[config.mk]
export PLATFORM = sky130hd
export DESIGN_NAME = msg_accept_filter
export DESIGN_NICKNAME = d
export VERILOG_FILES = /design/src/rtl/msg_accept_filter.sv
export SDC_FILE = /design/constraint.sdc
export NUM_CORES = 1
export LEC_CHECK = 0
export ABC_AREA = 1
export BUFFER_PORTS_ARGS = -buffer_cell sky130_fd_sc_hd__buf_2
export CORE_AREA = 2 2 327 329
export DETAILED_ROUTE_END_ITERATION = 7
export DIE_AREA = 0 0 329 331
export HOLD_SLACK_MARGIN = 0.1
export PLACE_DENSITY = 0.5
export RECOVER_POWER = 25
export SLEW_MARGIN = 0
export SYNTH_ARGS = -nofsm -noshare
export SYNTH_HDL_FRONTEND = slang
export SYNTH_SLANG_ARGS = --single-unit
export TNS_END_PERCENT = 1
[constraint.sdc]
create_clock -name clk -period 2.3 [get_ports clk]
set_clock_uncertainty 0.1 [all_clocks]
set_input_delay 0.46 -clock clk [delete_from_list [all_inputs] [get_ports clk]]
set_output_delay 0.46 -clock clk [all_outputs]
set_load 0.01 [all_outputs]
[src/rtl/msg_accept_filter.sv]
module msg_accept_filter #(
  parameter int VW   = 8,
  parameter int NLVT = 6,
  localparam int NVEC = 1 << VW
) (
  input  logic            clk,
  input  logic            rst_n,
  input  logic            en_we,
  input  logic            en_wd,
  input  logic            id_we,
  input  logic [3:0]      id_wd,
  input  logic            ldr_we,
  input  logic [7:0]      ldr_wd,
  input  logic            mask_we,
  input  logic [NLVT-1:0] mask_wd,
  input  logic            msg_valid,
  input  logic [2:0]      msg_dmode,
  input  logic            msg_trig,
  input  logic            msg_deassert,
  input  logic            msg_from_cmd,
  input  logic            msg_dlogical,
  input  logic [7:0]      msg_dest,
  input  logic [VW-1:0]   msg_vec,
  output logic [NVEC-1:0] req_set_o,
  output logic [NVEC-1:0] tm_set_o,
  output logic [NVEC-1:0] tm_clr_o,
  output logic            nmi_o,
  output logic            smi_o,
  output logic            init_o,
  output logic            deinit_o,
  output logic            sipi_o,
  output logic [VW-1:0]   sipi_vec_o,
  output logic            acc_level_o,
  output logic [NLVT-1:0] lvt_mask_o
);

  localparam logic [2:0] DM_FIX  = 3'b000;
  localparam logic [2:0] DM_LOW  = 3'b001;
  localparam logic [2:0] DM_SMI  = 3'b010;
  localparam logic [2:0] DM_NMI  = 3'b100;
  localparam logic [2:0] DM_INIT = 3'b101;
  localparam logic [2:0] DM_SIPI = 3'b110;

  logic       en_q;
  logic [3:0] id_q;
  logic [7:0] ldr_q;

  wire hit_phys = (msg_dest == 8'hFF) || (msg_dest[3:0] == id_q);
  wire hit_log  = |(msg_dest & ldr_q);
  wire hit      = msg_valid && (msg_dlogical ? hit_log : hit_phys);

  wire is_fix   = (msg_dmode == DM_FIX) || (msg_dmode == DM_LOW);
  wire is_init  = (msg_dmode == DM_INIT);
  wire init_da  = is_init && msg_deassert;
  wire take_fix = hit && is_fix && en_q;
  wire take_smi = hit && (msg_dmode == DM_SMI);
  wire take_nmi = hit && (msg_dmode == DM_NMI);
  wire take_ini = hit && is_init;
  wire take_sip = hit && (msg_dmode == DM_SIPI);

  wire force_edge = msg_from_cmd || (msg_dmode == DM_NMI) || is_init;
  wire eff_lvl    = msg_trig && (init_da || !force_edge);

  always_ff @(posedge clk) begin
    if (!rst_n) begin
      en_q       <= 1'b0;
      id_q       <= '0;
      ldr_q      <= '0;
      lvt_mask_o <= '1;
    end else begin
      if (en_we) en_q <= en_wd;
      if (id_we) id_q <= id_wd;
      if (ldr_we) ldr_q <= ldr_wd;
      if (en_we && !en_wd) lvt_mask_o <= '1;
      else if (mask_we && en_q) lvt_mask_o <= mask_wd;
    end
  end

  always_ff @(posedge clk) begin
    if (!rst_n) begin
      req_set_o   <= '0;
      tm_set_o    <= '0;
      tm_clr_o    <= '0;
      nmi_o       <= 1'b0;
      smi_o       <= 1'b0;
      init_o      <= 1'b0;
      deinit_o    <= 1'b0;
      sipi_o      <= 1'b0;
      sipi_vec_o  <= '0;
      acc_level_o <= 1'b0;
    end else begin
      req_set_o   <= '0;
      tm_set_o    <= '0;
      tm_clr_o    <= '0;
      if (take_fix) begin
        req_set_o[msg_vec] <= 1'b1;
        if (eff_lvl) tm_set_o[msg_vec] <= 1'b1;
        else         tm_clr_o[msg_vec] <= 1'b1;
      end
      nmi_o       <= take_nmi;
      smi_o       <= take_smi;
      init_o      <= take_ini && !msg_deassert;
      deinit_o    <= take_ini && msg_deassert;
      sipi_o      <= take_sip;
      sipi_vec_o  <= take_sip ? msg_vec : '0;
      acc_level_o <= (take_fix || take_smi || take_nmi || take_ini || take_sip) && eff_lvl;
    end
  end

endmodule


==> results.cfg, run 1 <==
[clock_tree]
post_cts_buffers = 0
ctsHoldBuffers = 50
cts_root_buf = clkbuf_16
cts-resized-gates = 0
clk_latency_ps = 660
clock-sinks = 801
numCtsBuffers = 84
clock_path_buffers = 3
htree_levels = 3
cts.clk_slew.worst_paths_ps = 60
cts_tree = built

[power_and_ir_drop]
power.total_uw = 29310
p_leak_uw = 0.01301
ir_worst_vdd_mv = 0.6268
powerDensity_nw_per_um2 = 891.6

[layout]
ff_latch_area_um2 = 16040
n_fill_cell = 10970
drive_above_1_share_pct = 34.32
multi_input_area_um2 = 6000
nets = 2957
syn_to_final_growth_pct = 41.76

[yosys]
synth_area_per_cell_um2 = 11.53
synthesis.nets = 2061
synthCells = 2012
synth_seq_area_share_pct = 69.14
ys_warn_count = 0
synth_cell_types = 24
synth.cell_area_um2 = 23190
ys_seq_elements = 801

[grt]
overflow = 0
grt_pass1_wl_um = 128400
grt_max_degree = 62
grt_pass1_vias = 16910
antenna_found_initial = 2
grt_use_total_pct = 16.51

[hold_path]
worstHoldPathCells = 4
worstHoldPathType = primary input to flip-flop
hold_end = lvt_mask_o[4]$_SDFFE_PP1P_
hold_start = mask_we

[floorplan]
dieArea_um2 = 108900
die_w_um = 329
core_area_um2 = 105000
rows = 119
start_util_pct = 22.09
fp.dieH_um = 331
ios = 837

[sta]
max_freq_mhz = 455.5
fin_crit_ps = 2196
worstMarginPinSlew_ps = 849.1
drv_slew = 0
period_share_pct = 95.46
finalSetupViolCount = 0
fin_setup_tns_ps = 0
maxSlewHeadroom_pct = 43.18
hold_violations = 0
rsz0062_at_grt = false

[routing]
via_count = 17670
drtIter0Drc = 884
drt_wl_total_um = 94860
antenna_left = 0
drcViolationCount = 0
wire_per_inst_um = 21.72
viasPerCell = 4.047
dr.pass1.iters = 5

[setup_path]
crit_chain = dlygate4sd3_1 > buf_2 > nor2_1 > inv_1 > nor2_1 > inv_1 > nor3_1
reg2reg_depth = 10
worst_r2r_endpoint = init_o$_SDFF_PN0_
reg2reg_slack_ps = 190
max_stage_delay_ps = 600
worstPathArrival_ps = 2610
worst_setup_path_start_kind = primary input
worstSetupEndpointType = flip-flop
cp_max_fo = 4
critical-path-slowest-cell = dlygate4sd3_1
critPathRequiredTime_ps = 2710
timing.rr.start = ldr_q[5]$_SDFFE_PN0P_
critPathKind = primary input to flip-flop

[placement]
io_buffer_count = 836
dp_hpwl_um = 66460
place_congestion = 0.7718

[flow_run]
drv_cap = 0

[run_status]
status = finished clean
==> cell usage in the layout (no fill, tap or decap), types with 2 or more instances in the layout <==
master,count
buf_2,455
clkbuf_1,398
nor3_1,254
inv_1,52
nand2_1,47
nand4_4,15
buf_4,69
inv_6,4
nor2_1,320
nor2_2,5
nor3_2,260
clkinv_16,3
clkbuf_8,19
dlygate4sd3_1,50
bufinv_16,10
clkinvlp_4,5
clkbuf_16,84
a21oi_1,6
nand3_1,10
nand2_4,16
dfxtp_1,801
o21ai_0,15
clkinv_2,7
inv_8,2
buf_12,59
==> power breakdown <==
group / internal, µW / switching (µW)
Sequential: 13900 / 11.8
Clock: 8570 / 5850
Combinational: 303 / 687
==> kinds of logic (layout without fill, tap and decap cells) <==
| group | after synthesis | count (layout) | share of synthesized area (%) |
|---|---|---|---|
| and+or+nand+nor | 931 | 931 | 24.64 |
| DFF | 801 | 801 | 69.14 |
| buffers and inverters | 258 | 1221 | 5.692 |
| AOI/OAI and AO/OA | 22 | 22 | 0.5233 |
| other | 0 | 1 | 0 |
==> sequential cells by signal, indices dropped and copies added (netlist names) <==
| signal | flops |
|---|---|
| req_set_o | 256 |
| id_q | 4 |
| en_q | 1 |
| tm_clr_o | 256 |
| deinit_o | 1 |
| lvt_mask_o | 6 |
| init_o | 1 |
| ldr_q | 8 |
| acc_level_o | 1 |
| sipi_o | 1 |
| nmi_o | 1 |
| sipi_vec_o | 8 |
| smi_o | 1 |
| tm_set_o | 256 |
==> metal layers <==
metal  vias up  routed length, µm  GRT usage (%)
met5         -                  0              0
met4         0               3164          6.730
met3       149               7057          4.515
met2       698              45790          27.48
met1      8544              38850          20.11
li1       8283                  -              -
==> synthesized netlist by cell type <==
master / instances / share of area [%]
a21oi_1: 6 / 0.13
a21oi_4: 1 / 0.070
buf_1: 3 / 0.049
buf_12: 1 / 0.086
buf_2: 70 / 1.5
buf_4: 2 / 0.065
buf_6: 32 / 1.6
clkbuf_1: 96 / 1.6
clkinv_1: 1 / 0.016
dfxtp_1: 801 / 69
inv_1: 52 / 0.84
inv_2: 1 / 0.016
nand2_1: 63 / 1.0
nand2_2: 1 / 0.027
nand3_1: 10 / 0.22
nand4_1: 1 / 0.027
nand4_2: 6 / 0.32
nand4_4: 10 / 0.92
nor2_1: 320 / 5.2
nor2_2: 5 / 0.13
nor3_1: 254 / 5.5
nor3_2: 260 / 11
nor4_4: 1 / 0.092
o21ai_0: 15 / 0.32
==> how the worst max path moves through the flow <==
stage,from,end,depth (start not counted)
after floorplan,msg_dmode[1],tm_set_o[92]$_SDFF_PN0_,5
after global placement,msg_dmode[1],tm_set_o[170]$_SDFF_PN0_,7
after detailed placement,msg_dmode[1],tm_clr_o[162]$_SDFF_PP0_,7
after CTS,msg_dmode[1],tm_clr_o[162]$_SDFF_PP0_,8
after global routing,ldr_q[4]$_SDFFE_PN0P_,init_o$_SDFF_PN0_,10
final,msg_vec[6],tm_clr_o[15]$_SDFF_PP0_,7
==> through the flow <==
step                hold WS, ps  std cells  utilization [%]  setup slack (ps)  area (µm²)
global placement          353.0       4163            28.45             31.36       29870
finish                    172.4       4367            31.32             104.4       32880
CTS                       111.5       4366            31.77             147.4       33350
global route              173.3       4366            31.32             30.73       32870
floorplan                 343.1       2012                -             411.7       23190
detailed placement        359.2       4163            28.45             4.673       29870
==> cell type report <==
cell class	count	share of cell area [%]
Clock inverter	33	1.686
Antenna cell	1	0.007612
Multi-Input combinational cell	953	18.25
Sequential cell	801	48.77
Timing Repair Buffer	1014	17.97
Clock buffer	120	7.383
Tap cell	1391	5.294
Inverter	54	0.6394
==> critical path, delay by kind of cell <==
kind	cells	cell delay [ps]
buffers and inverters	4	1060
AND/OR/NAND/NOR	3	1070
Power figures use the tool's default switching activity.
==> run 2, diff against run 1 <==
--- a/config.mk
+++ b/config.mk
@@ -13,3 +13,3 @@
 export HOLD_SLACK_MARGIN = 0.1
-export PLACE_DENSITY = 0.5
+export PLACE_DENSITY = 0.51
 export RECOVER_POWER = 25
==> constraint.sdc (replaced) <==
create_clock -name clk -period 1.8 [get_ports clk]
set_clock_uncertainty 0.1 [all_clocks]
set_input_delay 0.36 -clock clk [delete_from_list [all_inputs] [get_ports clk]]
set_output_delay 0.36 -clock clk [all_outputs]
set_load 0.1 [all_outputs]
==> results.cfg, run 2 (synthesis results as in run 1) <==
[setup_path]
cp_max_fo = 19
critPathKind = primary input to flip-flop
path_delay_family = buffers and inverters
critical-path-slowest-cell = dlygate4sd3_1
critPathBufInv = 6
worst_setup_path_start_kind = primary input
crit_chain = dlygate4sd3_1 > clkbuf_1 > buf_4 > nor2_1 > inv_1 > nor2_1 > nand4_4 > buf_12 > buf_12 > nor2_1
worstPathArrival_ps = 2330
worstSetupEndpointType = flip-flop
cpMostUsedCell = nor2_1
max_stage_delay_ps = 580
critPathRequiredTime_ps = 2280

[floorplan]
dieArea_um2 = 108900
fp.dieH_um = 331
rows = 119
die_w_um = 329
start_util_pct = 22.09
core_area_um2 = 105000
ios = 837

[clock_tree]
cts.clk_slew.worst_paths_ps = 60
clk_latency_ps = 650
numCtsBuffers = 83
clock-sinks = 801
clock_path_buffers = 3
cts_tree = built
cts_root_buf = clkbuf_16
htree_levels = 3

[grt]
overflow = 0
antenna_found_initial = 4
grt_max_degree = 49
grt_use_total_pct = 16.14
grt_pass1_wl_um = 127700
grt_pass1_vias = 18020

[placement]
dp_hpwl_um = 65120
place_congestion = 0.7809
pre_cts_slack_ps = -316.7
io_buffer_count = 836

[power_and_ir_drop]
p_leak_uw = 0.01536
ir_worst_vdd_mv = 0.7812
powerDensity_nw_per_um2 = 997.7

[sta]
fin_crit_ps = 1853
setup_slack_ps = -53.30
rsz0062_at_grt = true
drv_slew = 0
max_freq_mhz = 539.6
finalSetupViolCount = 83
period_share_pct = 103.0
worstMarginPinSlew_ps = 411.5
hold_violations = 0
fin_setup_tns_ps = -1447
maxSlewHeadroom_pct = 72.57

[layout]
nets = 3074
final_cell_mix = buf_4, dfxtp_1, nor3_2, nor2_1, nor3_1
syn_to_final_growth_pct = 61.10
top_regs = req_set_o x256, tm_clr_o x256, tm_set_o x256
final_common_cell = buf_4
drive_above_1_share_pct = 52.38

[routing]
dr.pass1.iters = 6
drcViolationCount = 0
drtIter0Drc = 854
drt_wl_total_um = 94420
wire_per_inst_um = 21.06
via_count = 18210
antenna_left = 0
viasPerCell = 4.063

[hold_path]
worstHoldPathType = primary input to flip-flop

[flow_run]
drv_cap = 0

[run_status]
violations = setup timing
status = complete, but fails checks
==> run 2: power breakdown <==
part / internal [µW] / switching (µW)
registers: 17800 / 15.8
logic: 532 / 997
clock network: 10700 / 7270
total: 29000 / 8280
==> run 2: layer usage <==
metal / vias to the layer above / track usage (%) / share of wire (%)
met5: - / 0 / 0.029
met3: 118 / 4.121 / 7.3
met1: 8886 / 19.33 / 40
met2: 693 / 27.70 / 50
li1: 8513 / - / -
met4: 4 / 6.194 / 2.7
==> run 2: what timing repair did <==
action | CTS | global route
buffers inserted | 0 | 17
hold buffers | 56 | 0
resized for setup | 839 | 203
endpoints found under the hold margin | 33 | 0
pin swaps | 1 | 4
gates cloned | 0 | 5
endpoints found under the setup margin | 1085 | 764
==> run 2: worst min-delay path, stage by stage <==
cell and delay (ps):
buf_2 140, nor3_1 80, nand2_1 80, buf_4 110, nor2_2 30
==> run 2: worst paths after layout <==
| kind | startpoint | to | slack [ps] | cells after the start |
|---|---|---|---|---|
| setup reg to reg | ldr_q[7]$_SDFFE_PN0P_ | req_set_o[196]$_SDFF_PN0_ | -50 | 10 |
| hold / removal | msg_dmode[1] | deinit_o$_SDFF_PN0_ | 110 | 5 |
| setup / recovery | msg_vec[6] | req_set_o[133]$_SDFF_PN0_ | -50 | 10 |
| hold reg to reg | id_q[3]$_SDFFE_PN0P_ | id_q[3]$_SDFFE_PN0P_ | 370 | 2 |
==> run 2: area by class of cell <==
class,count,area (µm²)
Fill cell,10420,67610
Clock buffer,118,2410
Inverter,54,210.2
Multi-Input combinational cell,953,6505
Timing Repair Buffer,1132,9946
Clock inverter,33,503.0
Sequential cell,801,16040
Tap cell,1391,1740
Antenna cell,1,2.502
==> run 2: per-stage QoR <==
step | hold slack [ps] | utilization (%) | power, µW | instances | cell area [µm²]
2_1_floorplan | 332.3 | - | 18790 | 2012 | 23190
3_3_place_gp | 355.8 | 29.20 | 19470 | 4254 | 30650
3_5_place_dp | 353.8 | 29.20 | 19470 | 4254 | 30650
4_1_cts | 163.9 | 34.58 | 37520 | 4461 | 36300
5_1_grt | 126.1 | 35.59 | 38480 | 4483 | 37360
6_report | 106.8 | 35.59 | 37270 | 4483 | 37360
